$ cat src/rtl/ns_rtc_pkg.sv
package ns_rtc_pkg;

  localparam int unsigned OFS_TLO  = 'h00;
  localparam int unsigned OFS_THI  = 'h04;
  localparam int unsigned OFS_ALO  = 'h08;
  localparam int unsigned OFS_AHI  = 'h0C;
  localparam int unsigned OFS_IEN  = 'h10;
  localparam int unsigned OFS_CALM = 'h14;
  localparam int unsigned OFS_STAT = 'h18;
  localparam int unsigned OFS_CINT = 'h1C;

  typedef struct packed {
    logic wr_tlo;
    logic wr_thi;
    logic wr_alo;
    logic wr_ahi;
    logic wr_ien;
    logic wr_calm;
    logic wr_cint;
    logic rd_tlo;
  } rtc_strb_t;

  typedef enum logic [2:0] {
    RS_ZERO, RS_TLO, RS_THI, RS_ALO, RS_AHI, RS_IEN, RS_STAT
  } rtc_rsel_e;

endpackage

$ cat src/rtl/ns_rtc_decode.sv
module ns_rtc_decode
  import ns_rtc_pkg::*;
#(
  parameter int ADDR_W = 6
) (
  input  logic              sel_i,
  input  logic              wr_i,
  input  logic [ADDR_W-1:0] addr_i,
  output rtc_strb_t         strb_o,
  output rtc_rsel_e         rsel_o
);

  localparam logic [ADDR_W-1:0] A_TLO  = ADDR_W'(OFS_TLO);
  localparam logic [ADDR_W-1:0] A_THI  = ADDR_W'(OFS_THI);
  localparam logic [ADDR_W-1:0] A_ALO  = ADDR_W'(OFS_ALO);
  localparam logic [ADDR_W-1:0] A_AHI  = ADDR_W'(OFS_AHI);
  localparam logic [ADDR_W-1:0] A_IEN  = ADDR_W'(OFS_IEN);
  localparam logic [ADDR_W-1:0] A_CALM = ADDR_W'(OFS_CALM);
  localparam logic [ADDR_W-1:0] A_STAT = ADDR_W'(OFS_STAT);
  localparam logic [ADDR_W-1:0] A_CINT = ADDR_W'(OFS_CINT);

  always_comb begin
    strb_o = '0;
    rsel_o = RS_ZERO;
    if (sel_i && wr_i) begin
      case (addr_i)
        A_TLO:   strb_o.wr_tlo  = 1'b1;
        A_THI:   strb_o.wr_thi  = 1'b1;
        A_ALO:   strb_o.wr_alo  = 1'b1;
        A_AHI:   strb_o.wr_ahi  = 1'b1;
        A_IEN:   strb_o.wr_ien  = 1'b1;
        A_CALM:  strb_o.wr_calm = 1'b1;
        A_CINT:  strb_o.wr_cint = 1'b1;
        default: ;
      endcase
    end else if (sel_i) begin
      case (addr_i)
        A_TLO: begin
          rsel_o        = RS_TLO;
          strb_o.rd_tlo = 1'b1;
        end
        A_THI:   rsel_o = RS_THI;
        A_ALO:   rsel_o = RS_ALO;
        A_AHI:   rsel_o = RS_AHI;
        A_IEN:   rsel_o = RS_IEN;
        A_STAT:  rsel_o = RS_STAT;
        default: rsel_o = RS_ZERO;
      endcase
    end
  end

endmodule

$ cat src/rtl/ns_rtc_count.sv
module ns_rtc_count #(
  parameter int WORD_W  = 32,
  parameter int STEP_NS = 10
) (
  input  logic                  clk_i,
  input  logic                  rst_ni,
  input  logic                  wr_lo_i,
  input  logic                  wr_hi_i,
  input  logic                  rd_lo_i,
  input  logic [WORD_W-1:0]     wdata_i,
  output logic [2*WORD_W-1:0]   cnt_q_o,
  output logic [2*WORD_W-1:0]   cnt_nx_o,
  output logic [WORD_W-1:0]     hold_q_o
);

  localparam int CNT_W = 2 * WORD_W;
  localparam logic [CNT_W-1:0] STEP_V = CNT_W'(STEP_NS);

  logic [CNT_W-1:0]  cnt_q, cnt_nx, cnt_inc;
  logic [WORD_W-1:0] hold_q, hold_nx;

  always_comb begin
    cnt_inc = cnt_q + STEP_V;
    cnt_nx  = cnt_inc;
    if (wr_lo_i)      cnt_nx = {cnt_inc[CNT_W-1:WORD_W], wdata_i};
    else if (wr_hi_i) cnt_nx = {wdata_i, cnt_inc[WORD_W-1:0]};
    hold_nx = rd_lo_i ? cnt_q[CNT_W-1:WORD_W] : hold_q;
  end

  always_ff @(posedge clk_i or negedge rst_ni) begin
    if (!rst_ni) begin
      cnt_q  <= '0;
      hold_q <= '0;
    end else begin
      cnt_q <= cnt_nx;
      if (rd_lo_i) hold_q <= hold_nx;
    end
  end

  assign cnt_q_o  = cnt_q;
  assign cnt_nx_o = cnt_nx;
  assign hold_q_o = hold_q;

endmodule

$ cat src/rtl/ns_rtc_alarm.sv
module ns_rtc_alarm #(
  parameter int WORD_W = 32
) (
  input  logic                clk_i,
  input  logic                rst_ni,
  input  logic                wr_lo_i,
  input  logic                wr_hi_i,
  input  logic                stop_i,
  input  logic                ack_i,
  input  logic [WORD_W-1:0]   wdata_i,
  input  logic [2*WORD_W-1:0] cnt_nx_i,
  output logic [2*WORD_W-1:0] alarm_q_o,
  output logic                run_q_o,
  output logic                pend_q_o,
  output logic                expire_o
);

  localparam int CNT_W = 2 * WORD_W;

  logic [CNT_W-1:0] alarm_q, alarm_nx;
  logic             run_q, run_nx, pend_q, pend_nx, reached, expire;

  always_comb begin
    alarm_nx = alarm_q;
    if (wr_hi_i) alarm_nx[CNT_W-1:WORD_W] = wdata_i;
    if (wr_lo_i) alarm_nx[WORD_W-1:0]     = wdata_i;
    reached = (alarm_nx <= cnt_nx_i);

    run_nx = run_q;
    expire = 1'b0;
    if (wr_lo_i) begin
      run_nx = !reached;
      expire = reached;
    end else if (stop_i) begin
      run_nx = 1'b0;
    end else if (run_q && reached) begin
      run_nx = 1'b0;
      expire = 1'b1;
    end

    pend_nx = pend_q;
    if (ack_i)  pend_nx = 1'b0;
    if (expire) pend_nx = 1'b1;
  end

  always_ff @(posedge clk_i or negedge rst_ni) begin
    if (!rst_ni) begin
      alarm_q <= '0;
      run_q   <= 1'b0;
      pend_q  <= 1'b0;
    end else begin
      if (wr_lo_i || wr_hi_i) alarm_q <= alarm_nx;
      run_q  <= run_nx;
      pend_q <= pend_nx;
    end
  end

  assign alarm_q_o = alarm_q;
  assign run_q_o   = run_q;
  assign pend_q_o  = pend_q;
  assign expire_o  = expire;

endmodule

$ cat src/rtl/ns_rtc.sv
module ns_rtc
  import ns_rtc_pkg::*;
#(
  parameter int ADDR_W  = 6,
  parameter int WORD_W  = 32,
  parameter int STEP_NS = 10
) (
  input  logic              clk_i,
  input  logic              rst_ni,
  input  logic              bus_sel_i,
  input  logic              bus_wr_i,
  input  logic [ADDR_W-1:0] bus_addr_i,
  input  logic [WORD_W-1:0] bus_wdata_i,
  output logic [WORD_W-1:0] bus_rdata_o,
  output logic              irq_o
);

  localparam int CNT_W = 2 * WORD_W;

  logic rst_meta, rst_q;

  always_ff @(posedge clk_i or negedge rst_ni) begin
    if (!rst_ni) begin
      rst_meta <= 1'b0;
      rst_q    <= 1'b0;
    end else begin
      rst_meta <= 1'b1;
      rst_q    <= rst_meta;
    end
  end

  rtc_strb_t        strb;
  rtc_rsel_e        rsel;
  logic [CNT_W-1:0] cnt_q, cnt_nx, alarm_q;
  logic [WORD_W-1:0] hold_q;
  logic             run_q, pend_q, expire;
  logic             en_q, en_nx;

  ns_rtc_decode #(.ADDR_W(ADDR_W)) u_dec (
    .sel_i  (bus_sel_i),
    .wr_i   (bus_wr_i),
    .addr_i (bus_addr_i),
    .strb_o (strb),
    .rsel_o (rsel)
  );

  ns_rtc_count #(.WORD_W(WORD_W), .STEP_NS(STEP_NS)) u_cnt (
    .clk_i    (clk_i),
    .rst_ni   (rst_q),
    .wr_lo_i  (strb.wr_tlo),
    .wr_hi_i  (strb.wr_thi),
    .rd_lo_i  (strb.rd_tlo),
    .wdata_i  (bus_wdata_i),
    .cnt_q_o  (cnt_q),
    .cnt_nx_o (cnt_nx),
    .hold_q_o (hold_q)
  );

  ns_rtc_alarm #(.WORD_W(WORD_W)) u_alm (
    .clk_i     (clk_i),
    .rst_ni    (rst_q),
    .wr_lo_i   (strb.wr_alo),
    .wr_hi_i   (strb.wr_ahi),
    .stop_i    (strb.wr_calm),
    .ack_i     (strb.wr_cint),
    .wdata_i   (bus_wdata_i),
    .cnt_nx_i  (cnt_nx),
    .alarm_q_o (alarm_q),
    .run_q_o   (run_q),
    .pend_q_o  (pend_q),
    .expire_o  (expire)
  );

  always_comb en_nx = bus_wdata_i[0];

  always_ff @(posedge clk_i or negedge rst_q) begin
    if (!rst_q)           en_q <= 1'b0;
    else if (strb.wr_ien) en_q <= en_nx;
  end

  assign irq_o = pend_q & en_q;

  always_comb begin
    case (rsel)
      RS_TLO:  bus_rdata_o = cnt_q[WORD_W-1:0];
      RS_THI:  bus_rdata_o = hold_q;
      RS_ALO:  bus_rdata_o = alarm_q[WORD_W-1:0];
      RS_AHI:  bus_rdata_o = alarm_q[CNT_W-1:WORD_W];
      RS_IEN:  bus_rdata_o = WORD_W'(en_q);
      RS_STAT: bus_rdata_o = WORD_W'(run_q);
      default: bus_rdata_o = '0;
    endcase
  end

endmodule

$ cat config.mk
export PLATFORM = sky130hd
export DESIGN_NAME = ns_rtc
export DESIGN_NICKNAME = d
export VERILOG_FILES = /design/src/rtl/ns_rtc_pkg.sv /design/src/rtl/ns_rtc_decode.sv /design/src/rtl/ns_rtc_count.sv /design/src/rtl/ns_rtc_alarm.sv /design/src/rtl/ns_rtc.sv
export SDC_FILE = /design/constraint.sdc
export NUM_CORES = 1
export LEC_CHECK = 0
export ABC_AREA = 1
export BUFFER_PORTS_ARGS = -buffer_cell sky130_fd_sc_hd__buf_2
export CORE_MARGIN = 1.5
export CORE_UTILIZATION = 40
export CTS_CLUSTER_DIAMETER = 150
export CTS_CLUSTER_SIZE = 25
export DETAILED_ROUTE_END_ITERATION = 7
export PLACE_DENSITY = 0.58
export SYNTH_ARGS = -nofsm -noshare
export SYNTH_HDL_FRONTEND = slang
export SYNTH_HIERARCHICAL = 1
export SYNTH_SLANG_ARGS = --single-unit
$ cat constraint.sdc
create_clock -name clk_i -period 5.44 [get_ports clk_i]
set_input_delay 0 -clock clk_i [delete_from_list [all_inputs] [get_ports clk_i]]
set_output_delay 0 -clock clk_i [all_outputs]
set_load 0.01 [all_outputs]
Word level (Yosys, flattened, before mapping)
Cells that the tools add are included.
- bits of input ports: 42
- output and inout bits: 33
- bits in registers: 165
- logic and storage cells: 57
- add/subtract/negate cells: 1
- bitwise logic cells: 1
- reductions and logical operators: 7
- multiplexer cells: 26
- eq/ne operators: 13
- order comparisons: 1
- operators by type and width (operator ; count):
    $pmux W32 S6 ; 1
    $mux W64 ; 2
    $add A64 B4 Y64 const B ; 1
    $le A64 B64 Y1 ; 1
    $mux W32 ; 2
    $eq A6 B5 Y1 const B ; 4
    $pmux W3 S6 ; 1
    $mux W1 ; 17
    $eq A6 B4 Y1 const B ; 2
    $eq A3 B3 Y1 const B ; 3
    $mux W7 ; 1
    $eq A3 B2 Y1 const B ; 2
    $eq A6 B3 Y1 const B ; 1
    $logic_not A6 Y1 ; 1
    $mux W3 ; 2
    $eq A3 B1 Y1 const B ; 1
    $reduce_bool A3 Y1 ; 1
    $logic_and A1 B1 Y1 ; 2
    $reduce_bool A2 Y1 ; 1
    $and A1 B1 Y1 ; 1
    $logic_not A1 Y1 ; 1
    $logic_or A1 B1 Y1 ; 1

Logic depth before layout (Yosys ltp)
- depth in word-level cells: 11
- gate-level depth with buffers: 27
- gate-level depth less buffers: 27

Modules after synthesis
Netlist, hierarchy kept.
- modules (own cells, without submodules) (module ; cells each ; seq. area each (um^2) ; area each (um^2) ; times used):
    ns_rtc_count ; 806 ; 2402.3 ; 5610.4 ; 1
    ns_rtc_alarm ; 551 ; 1651.6 ; 4673.2 ; 1
    ns_rtc ; 323 ; 75.1 ; 1398.8 ; 1
    ns_rtc_decode ; 48 ; 0.0 ; 245.2 ; 1

Worst setup path before layout
OpenSTA, ideal clock, no wires.
- kind: flip-flop to flip-flop
- start: register u_cnt.cnt_q[1] (netlist: u_cnt/cnt_q_o[1])
- end: register u_alm.pend_q (netlist: u_alm/pend_q_o)
- data arrival time: 2.512 ns
- slack: 2.811 ns
- period minus slack after synthesis: 2.629 ns
- path buffers: 0
- stages on the path, launching flop included: 22
- required time: 5.322 ns
- library setup time: 0.118 ns
- cell sequence: dfrtp_1 -> ha_1 -> inv_1 -> nand2_1 -> nand3_2 -> nor2_1 -> nand2_1 -> or2_0 -> a21oi_1 -> inv_1 -> ha_1 -> nand2_1 -> nor2_1 -> nand2_1 -> nor4_4 -> nand2_1 -> nand2_1 -> nand2_1 -> nand2_1 -> nand2_1 -> nand2_1 -> nand2_1
- longest elaborated chain between the ends: 9
- elaborated cells on any way between the ends: 10
- those cells by class: add/sub (1); order compare (1); mux (6); reduce/logical (2)
- RTL lines (element ; RTL line ; source):
    start, declared ; ns_rtc_count.sv:19 ; logic [CNT_W-1:0] cnt_q, cnt_nx, cnt_inc;
    start signal, assigned ; ns_rtc_count.sv:35 ; cnt_q <= cnt_nx;
    $add A64 B4 Y64 (*) ; ns_rtc_count.sv:23 ; cnt_inc = cnt_q + STEP_V;
    $mux W64 (*) ; ns_rtc_count.sv:26 ; else if (wr_hi_i) cnt_nx = {wdata_i, cnt_inc[WORD_W-1:0]};
    $mux W64 (*) ; ns_rtc_count.sv:25 ; if (wr_lo_i) cnt_nx = {cnt_inc[CNT_W-1:WORD_W], wdata_i};
    via cnt_nx[27] ; ns_rtc.sv:34 ; logic [CNT_W-1:0] cnt_q, cnt_nx, alarm_q;
    $le A64 B64 Y1 (*) ; ns_rtc_alarm.sv:27 ; reached = (alarm_nx <= cnt_nx_i);
    $logic_and A1 B1 Y1 ; ns_rtc_alarm.sv:36 ; end else if (run_q && reached) begin
    $mux W1 ; ns_rtc_alarm.sv:36 ;
    $mux W1 ; ns_rtc_alarm.sv:34 ; end else if (stop_i) begin
    $mux W1 (*) ; ns_rtc_alarm.sv:31 ; if (wr_lo_i) begin
    $mux W1 / $reduce_bool A2 Y1 (equally long branches) ; n/a ;
    end signal, assigned ; ns_rtc_alarm.sv:54 ; pend_q <= pend_nx;
    end, declared ; ns_rtc_alarm.sv:21 ; logic run_q, run_nx, pend_q, pend_nx, reached, expire;
The timed path passes the listed nets; every way through them passes the cells marked *.
A chain may end at the register's enable or synchronous reset.

Worst setup path in the final report
Same ends and word-level chain as after synthesis.

==> results.ini <==
[layout]
num-nets-final=1920
area_growth_pct=14.4
layout_common_cells=nand2_1, inv_1, nor2_1, dfrtp_1, nand3_1
final_layout_size_suffix_gt1_frac=0.134
stdcell_area_um2=13600
fill_cells=3038
layout.cells.most_common=nand2_1
antenna-diode-count=0

[floorplan]
die_y_um=176
rows=63
floorplan.io_pins=75
die_outline_area_um2=30900
initial_utilization=0.404
coreArea_um2=29500
fp.dieW_um=176

[critical_path]
cp_data_required_time_ns=5.78
criticalPathCategory=flop to flop
critPathMaxFanout=4
end_kind=flop
worstSetupStartpointType=flop
critPathArrivalTime_ns=3.79

[synthesis]
yosys_warnings=6
syn_area_per_cell_um2=6.90
synth_area_um2=11900
syn_nets=1834
synth_cells=1727

[timing]
fin_crit_ns=3.46
slew_violations=0
rsz_0062_raised_after_global_routing=false
post_route_fraction_of_the_period_consumed_by_the_critical_path=0.635
setup-violations-final=0
finClkSkew_ns=0.0111
finalSetupTns_ns=0
final-hold-violation-count=0
max_slew_margin=0.304
measured_slew_at_the_worst_slew_check_pin_ns=1.04
achievable-frequency_mhz=289

[route]
remaining_drc_errors=0
dr_vias_cell=5.11
residual_antenna_violating_net_count_after_detailed_routing=0
routed_wire_length_per_instance_um=18.1
detailroute.via_count=11325
detail_route.first_pass.iterations=7
detail_route.iter0.violations=852
wirelength_routed_mm=40.0

[clock_network]
clk_root_buffer_cell=clkbuf_16
cts.path.max_buffers=2
cts.hold.buffers_added=34
post_cts_buffers=0
tritoncts=done
post_cts.resized_instances=0
clk_latency_ns=0.44
cts-buffers-inserted=17
clk_pin_slew_ns=0.07
htree_levels=4
tritoncts_num_sinks=165

[global_route]
grt_overflow=0
via_count_of_the_first_global_routing_pass=10704
grt.total_usage=0.265
grt_start_max_net_pins=97
grt_pass1_wl_mm=61.6
antenna_found_initial=0

[placed_design]
portBuffers=74
gpl.final_weighted_congestion=1.01
postPlaceCellArea_um2=12700
dp_hpwl_mm=30.5

[flow_run]
timing.max_cap.violations=0

[power_and_ir_drop]
power.density_cell_area_nw_per_um2=298
vdd.ir_drop.worst_mv=0.146
power_leakage_uw=0.00762

[outcome]
outcome=finished clean

[min_path]
hold_path_class=primary input to flop

-- path summary, 6_finish.rpt --
| check | start | end | slack (ns) | cells after the start |
|---|---|---|---|---|
| hold / removal | bus_addr_i[0] | u_alm/pend_q_o$_DFFE_PN0P_ | 0.04 | 7 |
| hold reg to reg | rst_meta$_DFF_PN0_ | rst_q$_DFF_PN0_ | 0.36 | 0 |
| setup / recovery | u_cnt/cnt_q_o[1]$_DFF_PN0_ | u_alm/pend_q_o$_DFFE_PN0P_ | 1.98 | 21 |
| min in group asynchronous | rst_ni | rst_q$_DFF_PN0_ | 0.39 | 3 |
| setup reg to reg | u_cnt/cnt_q_o[1]$_DFF_PN0_ | u_alm/pend_q_o$_DFFE_PN0P_ | 1.98 | 21 |
| max in group asynchronous | rst_q$_DFF_PN0_ | u_cnt/cnt_q_o[37]$_DFF_PN0_ | 3.85 | 1 |
-- stage by stage --
step / worst slack, ns / power (µW) / hold slack [ns] / cells / utilization
2_1_floorplan: 0.502 / 2350 / -0.296 / 1727 / -
3_3_place_gp: 1.76 / 2720 / -0.213 / 2150 / 0.431
3_5_place_dp: 1.72 / 2740 / -0.214 / 2150 / 0.431
4_1_cts: 2.06 / 4070 / 0.0210 / 2215 / 0.463
5_1_grt: 1.71 / 4310 / 0.0922 / 2215 / 0.463
6_report: 1.98 / 4060 / 0.0417 / 2215 / 0.463
-- flip-flops by register name (all words and copies together), names as in the netlist --
register / flops
u_alm/alarm_q_o: 64
u_cnt/cnt_q_o: 64
u_cnt/hold_q_o: 32
en_q: 1
rst_meta: 1
rst_q: 1
u_alm/pend_q_o: 1
u_alm/run_q_o: 1
-- layer usage --
| layer | share of wire | wire (µm) | GRT usage |
|---|---|---|---|
| met5 | 0 | 0 | 0 |
| met4 | 0.021 | 822 | 0.0769 |
| met3 | 0.057 | 2290 | 0.0455 |
| met2 | 0.46 | 18400 | 0.422 |
| met1 | 0.46 | 18500 | 0.368 |
-- worst max-delay path, cell delays in order, from the launching register on --
cell     delay, ns
dfrtp_1       0.40
ha_1          0.18
inv_1         0.04
nand2_1       0.19
nand2_1       0.15
nor2_2        0.36
nand2_1       0.28
xor2_1        0.21
o21ai_1       0.16
inv_1         0.07
ha_1          0.29
nand2_1       0.05
nor2_1        0.12
nand2_1       0.18
nor4_4        0.21
nand2_1       0.08
nand2_1       0.06
nand2_1       0.05
nand2_1       0.06
nand2_1       0.08
nand2_1       0.07
nand2_1       0.04
-- layout make-up --
type	instances	area, µm²	share of cell area
Clock inverter	8	149	0.0109
Sequential cell	165	4130	0.303
Multi-Input combinational cell	1245	6620	0.485
Clock buffer	23	458	0.0336
Timing Repair Buffer	117	791	0.0580
Tap cell	390	488	0.0358
Inverter	267	1000	0.0735
-- power breakdown --
part           leakage (µW)  internal, µW  switching, µW
clock              0.000288           780            522
sequential          0.00204          1410            226
combinational       0.00529           380            746
(Power assumes the default switching activity.)
